==> config.mk <==
export PLATFORM = sky130hd
export DESIGN_NAME = hbwd_top
export DESIGN_NICKNAME = d
export VERILOG_FILES = /design/src/rtl/hbwd_pkg.sv /design/src/rtl/hbwd_datapath.sv /design/src/rtl/hbwd_ctrl.sv /design/src/rtl/hbwd_top.sv
export SDC_FILE = /design/constraint.sdc
export NUM_CORES = 1
export LEC_CHECK = 0
export BUFFER_PORTS_ARGS = -buffer_cell sky130_fd_sc_hd__buf_2
export CAP_MARGIN = 20
export CORE_MARGIN = 1.5
export CORE_UTILIZATION = 63
export CTS_CLUSTER_DIAMETER = 150
export DETAILED_ROUTE_END_ITERATION = 8
export PLACE_DENSITY = 0.82
export SLEW_MARGIN = 20
export SYNTH_ARGS = -nofsm -noshare
export SYNTH_HDL_FRONTEND = slang
export SYNTH_HIERARCHICAL = 1
export SYNTH_SLANG_ARGS = --single-unit
==> constraint.sdc <==
create_clock -name clk -period 6.3 [get_ports clk]
set_input_delay 0.63 -clock clk [delete_from_list [all_inputs] [get_ports clk]]
set_output_delay 0.63 -clock clk [all_outputs]
set_load 0.05 [all_outputs]
==> src/rtl/hbwd_pkg.sv <==
package hbwd_pkg;
  // Strobes from control to datapath
  typedef struct packed {
    logic clear;    // zero the elapsed count, reload seconds
    logic advance;  // one more cycle without heartbeat
  } hbwd_strobe_t;
endpackage

==> src/rtl/hbwd_datapath.sv <==
module hbwd_datapath
  import hbwd_pkg::*;
#(
  parameter int unsigned CLK_FREQ    = 125000000,
  parameter int unsigned TIMEOUT_SEC = 5,
  parameter int unsigned WARNING_SEC = 4,
  localparam int unsigned TIMEOUT_CYCLES = CLK_FREQ * TIMEOUT_SEC,
  localparam int unsigned WARNING_CYCLES = CLK_FREQ * WARNING_SEC,
  localparam int unsigned CNT_W = $clog2(TIMEOUT_CYCLES + 1),
  localparam int unsigned SUB_W = (CLK_FREQ > 1) ? $clog2(CLK_FREQ) : 1,
  localparam int unsigned SEC_W = $clog2(TIMEOUT_SEC + 1)
) (
  input  logic             clk,
  input  logic             rstN,
  input  hbwd_strobe_t     strobe,
  output logic             lastStep,
  output logic             warnStep,
  output logic [SEC_W-1:0] secLeft
);
  logic [CNT_W-1:0] cycleCnt;
  logic [SUB_W-1:0] subCnt;

  always_ff @(posedge clk) begin
    if (!rstN || strobe.clear) begin
      cycleCnt <= '0;
      subCnt   <= '0;
      secLeft  <= SEC_W'(TIMEOUT_SEC);
    end else if (strobe.advance && cycleCnt != CNT_W'(TIMEOUT_CYCLES)) begin
      cycleCnt <= cycleCnt + 1'b1;
      if (subCnt == SUB_W'(CLK_FREQ - 1)) begin
        subCnt <= '0;
        if (secLeft != '0) secLeft <= secLeft - 1'b1;
      end else begin
        subCnt <= subCnt + 1'b1;
      end
    end
  end

  // Conditions on the count that the next advance will produce
  assign lastStep = (cycleCnt == CNT_W'(TIMEOUT_CYCLES - 1));
  assign warnStep = (cycleCnt >= CNT_W'(WARNING_CYCLES - 1));
endmodule

==> src/rtl/hbwd_ctrl.sv <==
module hbwd_ctrl
  import hbwd_pkg::*;
(
  input  logic         clk,
  input  logic         rstN,
  input  logic         enable,
  input  logic         heartbeat,
  input  logic         forceReset,
  input  logic         lastStep,
  input  logic         warnStep,
  output hbwd_strobe_t strobe,
  output logic         triggered,
  output logic         warning
);
  logic wipe;
  assign wipe = forceReset | ~enable;

  always_comb begin
    strobe.clear   = wipe | (heartbeat & ~triggered);
    strobe.advance = ~wipe & ~triggered & ~heartbeat;
  end

  always_ff @(posedge clk) begin
    if (!rstN || strobe.clear) begin
      triggered <= 1'b0;
      warning   <= 1'b0;
    end else if (strobe.advance) begin
      if (lastStep) triggered <= 1'b1;
      if (warnStep) warning   <= 1'b1;
    end
  end
endmodule

==> src/rtl/hbwd_top.sv <==
module hbwd_top
  import hbwd_pkg::*;
#(
  parameter int unsigned CLK_FREQ    = 125000000,
  parameter int unsigned TIMEOUT_SEC = 5,
  parameter int unsigned WARNING_SEC = 4,
  localparam int unsigned SEC_W = $clog2(TIMEOUT_SEC + 1)
) (
  input  logic             clk,
  input  logic             rstN,
  input  logic             enable,
  input  logic             heartbeat,
  input  logic             forceReset,
  output logic             triggered,
  output logic             warning,
  output logic [SEC_W-1:0] timeRemaining
);
  hbwd_strobe_t     strobe;
  logic             lastStep;
  logic             warnStep;
  logic [SEC_W-1:0] secLeft;

  hbwd_ctrl u_ctrl (
    .clk(clk), .rstN(rstN), .enable(enable), .heartbeat(heartbeat),
    .forceReset(forceReset), .lastStep(lastStep), .warnStep(warnStep),
    .strobe(strobe), .triggered(triggered), .warning(warning)
  );

  hbwd_datapath #(
    .CLK_FREQ(CLK_FREQ), .TIMEOUT_SEC(TIMEOUT_SEC), .WARNING_SEC(WARNING_SEC)
  ) u_dp (
    .clk(clk), .rstN(rstN), .strobe(strobe),
    .lastStep(lastStep), .warnStep(warnStep), .secLeft(secLeft)
  );

  assign timeRemaining = enable ? secLeft : '0;
endmodule

==> results by group, run 1 <==
STA
  • Slew headroom: 0.270
  • Setup-failing EPs final: 0
  • FMAX: roughly 330 MHz
  • Fin Clk Skew: 6.95 ps
  • Period Utilization, post-route: 0.482
  • Final Hold Viols: 0
  • Final worst setup slack: around 3300 ps
  • Post-Route Setup TNS: 0 ps
  • Tightest Pin Transition: 1090 ps
  • Max-slew violations: 0
  • Post-layout min period: roughly 3000 ps
  • Unrepaired setup endpoints after global routing: no

CTS
  • Clock Tree Buf Depth: 2
  • CTS resizes: 0
  • Root Buffer: clkbuf_8
  • CTS sink cnt: 62
  • CTS hold repair buffers: 0
  • Worst skew pair latency: 340 ps
  • Num CTS Buffers: 9
  • Clock transition at path regs: ~70 ps
  • CTS tree: yes
  • Post-CTS setup buffer count: 0
  • Htree depth: 3

Floorplanning
  • Starting Density: 0.656
  • Ports: 10
  • Num rows: 26
  • Die W: approximately 76 um
  • Die area: between 0.005 and 0.006 mm2
  • Chip Height: approximately 76 um
  • Core area: about 0.005 mm2

Job
  • Max-Cap Viols: 0

Layout
  • Share of post-route cells with drive strength above 1: 0.104
  • Fillers: approximately 420
  • Nets: 427
  • Design area: roughly 0.0036 mm2
  • Area grow syn2layout: 7.62%
  • Antenna cells: 0
  • Most frequent cells in the layout: 62 x dfxtp_1, 45 x a21oi_1, 35 x nand2_1
  • Commonest non-fill, non-tap cell in the layout: dfxtp_1

Pwr
  • LEAKAGE: between 0.9 and 1 nW
  • Peak VDD IR: roughly 0.00016 V
  • Pwr dens: about 200 mW/mm2

Synthesis
  • Seq cells post-synth: between 60 and 70
  • Prevailing post-synth register cell: dfxtp_1
  • Yosys warning count: 6
  • Sequential cell area fraction in the yosys report: 0.370
  • Post-synth EDFFs: 0
  • Syn avg cell area: between 8 and 9 um2
  • Synthesized area: about 0.0034 mm2
  • Async SR Flop Fraction: 0
  • Library cells used by synthesis: 51
  • Cell count after synthesis: between 400 and 500
  • Syn Nets: between 400 and 500

Place
  • Area post-placement: approximately 0.0034 mm2
  • I/O Buffers: 9
  • Dpl hpwl: between 5000 and 6000 um
  • Gpl congestion: ~0.90
  • DP Worst Slack: about 3100 ps

Min path
  • Endpoint, Worst Hold: u_ctrl/warning$_SDFFE_PP0P_
  • Worst Hold Path Cells: 2
  • Hold_sp: u_ctrl/warning$_SDFFE_PP0P_
  • Worst Hold Class: flop to flop

Critical path
  • Terminus of the critical flop-to-flop path: u_dp/subCnt[25]$_SDFFE_PP0P_
  • CP endpoint kind: flop
  • Crit path max fanout: 64
  • Reg-to-Reg Start: u_dp/cycleCnt[26]$_SDFFE_PP0P_
  • R2r setup slk: ~3300 ps
  • Critical path class: flop to flop
  • Crit path DAT: roughly 3300 ps
  • CP required: around 6600 ps
  • Crit start category: flop
  • FF-to-FF path depth: 5

Global route
  • Initial antenna violation count: 0
  • First-pass GRT wire length: approximately 13000 um
  • Largest net degree at the start of global routing: 65
  • Remaining global-route overflow: 0
  • Vias in the first global route: between 2000 and 3000
  • Total track usage: 0.270

Outcome
  • Outcome: complete, no violations

Drt
  • DRC: 0
  • Via count: approximately 3200
  • DRT Pass-1 Iters: 5
  • DRT Wirelength: 7650 um
  • DR WL/cell: approximately 16 um
  • Final ANT Viol Nets: 0
  • DR vias/cell: approximately 6.5
  • DR iter-0 viols: between 200 and 300
[stage by stage]
stage	std cells	hold WS, ps	utilization	total power [mW]
finish	492	466	0.706	0.741
global route	492	507	0.706	0.764
CTS	492	474	0.705	0.746
detailed placement	476	463	0.669	0.419
global placement	476	455	0.669	0.419
floorplan	414	447	-	0.414
[synthesized netlist by cell type, drive strengths merged (2+ instances only)]
cell type,instances,area share
a211oi,2,0.0045
a21oi,45,0.067
and2,9,0.017
and3,9,0.017
and4,5,0.013
buf,4,0.0097
clkbuf,15,0.017
dfxtp,62,0.37
ha,5,0.019
inv,15,0.017
nand2,35,0.039
nand2b,5,0.0093
nand3,21,0.033
nand3b,2,0.0045
nand4,17,0.032
nand4b,2,0.0052
nor2,19,0.021
nor3,9,0.013
nor4,11,0.021
nor4b,2,0.0052
nor4bb,2,0.0060
o21ai,18,0.027
o31a,2,0.0052
o31ai,27,0.060
or3,18,0.035
or4,28,0.065
xnor2,8,0.021
xor2,4,0.010
[where the power goes]
| group | leakage (nW) | internal, mW | switching (mW) | total (mW) |
|---|---|---|---|---|
| clock network | 0.0968 | 0.180 | 0.151 | 0.331 |
| logic | 0.389 | 0.00425 | 0.0141 | 0.0184 |
| registers | 0.499 | 0.392 | 0.0000912 | 0.392 |
| total | 0.985 | 0.576 | 0.165 | 0.741 |
[layer usage]
metal / up-vias / track usage / part of all wire / wire (um)
met5: - / 0 / 0 / 0
met4: 0 / 0.0963 / 0.014 / 107
met3: 13 / 0.0398 / 0.045 / 346
met2: 95 / 0.472 / 0.50 / 3840
met1: 1497 / 0.339 / 0.44 / 3360
li1: 1584 / - / - / -
[state kept, by name (all words and copies together), names as in the netlist]
register,cells
u_dp/cycleCnt,30
u_dp/subCnt,27
u_dp/secLeft,3
u_ctrl/triggered,1
u_ctrl/warning,1
[layout make-up]
type,instances,area (um2),area share
clock buffer,11,131,0.0364
clock inverter,5,50.0,0.0139
multi-input combinational,318,1980,0.549
timing repair buffer,11,60.1,0.0167
inverter,15,56.3,0.0156
sequential,62,1240,0.344
tap,70,87.6,0.0243
[worst max-delay path by stage]
stage | start | end | slack (ps)
3_5_place_dp | enable | u_dp/subCnt[25]$_SDFFE_PP0P_ | 3060
5_1_grt | u_dp/cycleCnt[29]$_SDFFE_PP0P_ | u_dp/subCnt[25]$_SDFFE_PP0P_ | 3110
3_3_place_gp | enable | u_dp/subCnt[25]$_SDFFE_PP0P_ | 3120
2_1_floorplan | enable | u_dp/cycleCnt[27]$_SDFFE_PP0P_ | 3480
4_1_cts | u_dp/cycleCnt[26]$_SDFFE_PP0P_ | u_dp/subCnt[25]$_SDFFE_PP0P_ | 3350
6_report | u_dp/cycleCnt[26]$_SDFFE_PP0P_ | u_dp/subCnt[25]$_SDFFE_PP0P_ | 3260
[worst max-delay path: stages, from the launching register on]
cell and delay [ps]:
dfxtp_1 420, nor4bb_1 400, and4_1 340, a31o_2 900
o21ai_2 550, o21ba_2 380
[cell families after synthesis]
kind of cell / after synthesis / synth area share
AOI/OAI and AO/OA: 102 / 0.186
xor gates and xnor gates: 12 / 0.0314
adders and majority gates: 5 / 0.0187
buffers and inverters: 34 / 0.0437
DFF: 62 / 0.370
muxes: 1 / 0.00299
and+or+nand+nor: 198 / 0.347
(Power assumes the default switching activity.)
==> run 2, diff against run 1 <==
CORE_UTILIZATION = 56   (was 63)
PLACE_DENSITY = 0.77   (was 0.82)
clock period = 2.6 ns   (was 6.3 ns; I/O delays follow)
==> run 2 against run 1 <==
- setup slack worse by 3000 ps
- non-clock buffer count grew 12
- via count up 2.9%
- final cell count is 2.6% higher
- combinational power rose to 2.9 times the previous value
- clock power increased to 2.7 times the previous value
- register-to-register slack got worse by 3000 ps
- flip-flop and latch count is the same
- critical path type unchanged
- largest cell class unchanged
==> results by group, run 2 (synthesized netlist as in run 1, its figures left out) <==
Outcome
  • Outcome: complete, no violations (unchanged)

Drt
  • DR iter-0 viols: 311 (was 272)
  • DRT Wirelength: 7760 um (was 7650 um)
  • Via count: 3281 (was 3189)
  • DR vias/cell: 6.50 (was 6.48)
  • DRT Pass-1 Iters: 6 (was 5)
  • DR WL/cell: 15.4 um (was 15.5 um)
  • Final ANT Viol Nets: 0 (unchanged)
  • DRC: 0 (unchanged)

CTS
  • Num CTS Buffers: 9 (unchanged)
  • CTS tree: yes (unchanged)
  • Root Buffer: clkbuf_8 (unchanged)
  • Worst skew pair latency: 330 ps (was 340 ps)
  • CTS resizes: 0 (unchanged)
  • Post-CTS setup buffer count: 0 (unchanged)
  • Clock Tree Buf Depth: 2 (unchanged)
  • Htree depth: 3 (unchanged)
  • CTS sink cnt: 62 (unchanged)
  • CTS hold repair buffers: 0 (unchanged)
  • Clock transition at path regs: 70 ps (about the same)

Global route
  • Vias in the first global route: 2907 (was 2899)
  • Initial antenna violation count: 0 (unchanged)
  • Largest net degree at the start of global routing: 35 (was 65)
  • First-pass GRT wire length: 13200 um (was 12900 um)
  • M2 GR Usage: 0.395 (was 0.472)
  • Total track usage: 0.260 (was 0.270)
  • GRT Max-Usage Layer: met2 (unchanged)
  • Met3 Use GR: 0.0693 (was 0.0398)
  • M1 GR Usage: 0.361 (was 0.339)
  • Remaining global-route overflow: 0 (unchanged)

Critical path
  • Crit start category: flop (unchanged)
  • CP endpoint kind: flop (unchanged)
  • Reg-to-Reg Start: u_ctrl/triggered$_SDFFE_PP0P_ (was u_dp/cycleCnt[26]$_SDFFE_PP0P_)
  • Crit path max fanout: 5 (was 64)
  • R2r setup slk: 240 ps (was 3260 ps)
  • Terminus of the critical flop-to-flop path: u_dp/cycleCnt[27]$_SDFFE_PP0P_ (was u_dp/subCnt[25]$_SDFFE_PP0P_)
  • CP required: 2870 ps (was 6590 ps)
  • FF-to-FF path depth: 6 (was 5)
  • Crit path DAT: 2630 ps (was 3330 ps)
  • Critical path class: flop to flop (unchanged)

Layout
  • Commonest non-fill, non-tap cell in the layout: dfxtp_1 (unchanged)
  • Area grow syn2layout: 12.0% (was 7.62%)
  • Antenna cells: 0 (unchanged)
  • Largest regs: u_dp/cycleCnt x30, u_dp/subCnt x27, u_dp/secLeft x3 (unchanged)
  • Fillers: 462 (was 424)
  • Max reg flops: 30 (unchanged)
  • Multi-input gate area: 0.00197 mm2 (was 0.00198 mm2)
  • Share of post-route cells with drive strength above 1: 0.127 (was 0.104)
  • Post-layout util: 0.665 (was 0.706)
  • Nets: 439 (was 427)
  • Storage cell area: 0.00124 mm2 (about the same)
  • Most frequent cells in the layout: 61 x dfxtp_1, 45 x a21oi_1, 35 x nand2_1 (was 62 x dfxtp_1, 45 x a21oi_1, 35 x nand2_1)
  • Biggest register: u_dp/cycleCnt (unchanged)

Pwr
  • LEAKAGE: 1.06 nW (was 0.985 nW)
  • Peak VDD IR: 0.000311 V (was 0.000160 V)
  • Pwr dens: 506 mW/mm2 (was 206 mW/mm2)

Floorplanning
  • Chip Height: 80.4 um (was 75.9 um)
  • Core area: 0.00564 mm2 (was 0.00511 mm2)
  • Num rows: 27 (was 26)
  • Starting Density: 0.594 (was 0.656)
  • Ports: 10 (unchanged)
  • Die W: 80.4 um (was 75.9 um)
  • Die area: 0.00646 mm2 (was 0.00577 mm2)

Min path
  • Hold_sp: heartbeat (was u_ctrl/warning$_SDFFE_PP0P_)
  • Worst Hold Path Cells: 2 (unchanged)
  • Worst Hold Class: input pin to flop (was flop to flop)
  • Endpoint, Worst Hold: u_ctrl/warning$_SDFFE_PP0P_ (unchanged)

STA
  • FMAX: 424 MHz (was 329 MHz)
  • Period Utilization, post-route: 0.907 (was 0.482)
  • Fin Clk Skew: 7.10 ps (was 6.95 ps)
  • Final Hold Viols: 0 (unchanged)
  • Setup-failing EPs final: 0 (unchanged)
  • Post-Route Setup TNS: 0 ps (unchanged)
  • Tightest Pin Transition: 465 ps (was 1090 ps)
  • Max-slew violations: 0 (unchanged)
  • Slew headroom: 0.688 (was 0.270)
  • Post-layout min period: 2360 ps (was 3040 ps)
  • Unrepaired setup endpoints after global routing: no (unchanged)

Place
  • Gpl congestion: 0.916 (was 0.897)
  • I/O Buffers: 9 (unchanged)
  • Dpl hpwl: 5360 um (was 5110 um)

Job
  • Max-Cap Viols: 0 (unchanged)
==> run 2: critical path: stages, from the launching register on <==
cell,delay [ps]
dfxtp_2,340
nor4_2,310
nand4_1,130
or4_4,430
or4_4,580
or4_1,420
o21ai_1,80
==> run 2: final cells by class <==
type / count / area share
inverter: 15 / 0.0150
sequential: 62 / 0.331
clock buffer: 11 / 0.0350
timing repair buffer: 23 / 0.0500
multi-input combinational: 318 / 0.526
tap: 72 / 0.0240
clock inverter: 4 / 0.0193
==> run 2: worst max path at each step <==
stage                                       start  slack [ps]                              to
finish              u_ctrl/triggered$_SDFFE_PP0P_         240  u_dp/cycleCnt[27]$_SDFFE_PP0P_
floorplan           u_ctrl/triggered$_SDFFE_PP0P_           5  u_dp/cycleCnt[27]$_SDFFE_PP0P_
global placement                           enable         260  u_dp/cycleCnt[27]$_SDFFE_PP0P_
detailed placement                         enable         190  u_dp/cycleCnt[27]$_SDFFE_PP0P_
CTS                 u_ctrl/triggered$_SDFFE_PP0P_         240  u_dp/cycleCnt[27]$_SDFFE_PP0P_
global route        u_ctrl/triggered$_SDFFE_PP0P_         120  u_dp/cycleCnt[27]$_SDFFE_PP0P_
==> run 2: stage by stage <==
stage / cells / setup slack, ps / power (mW) / hold slack [ps] / instance area, um2
3_3_place_gp: 490 / 263 / 1.02 / 458 / 3550
3_5_place_dp: 490 / 192 / 1.02 / 461 / 3550
4_1_cts: 505 / 238 / 1.92 / 150 / 3750
6_report: 505 / 242 / 1.90 / 162 / 3750
2_1_floorplan: 414 / 5.08 / 1.00 / 353 / 3360
5_1_grt: 505 / 121 / 1.96 / 154 / 3750
==> run 2: power by group <==
part           internal [mW]  total (mW)  switching [mW]  leakage (nW)
Clock                  0.534       0.896           0.362        0.0994
Sequential             0.950       0.950        0.000211         0.500
Combinational         0.0176      0.0533          0.0357         0.462
==> run 2: metal layers <==
layer / up-vias / wire (um)
met4: 0 / 60
met5: - / 0
met2: 104 / 3490
met1: 1563 / 3750
li1: 1606 / -
met3: 8 / 468
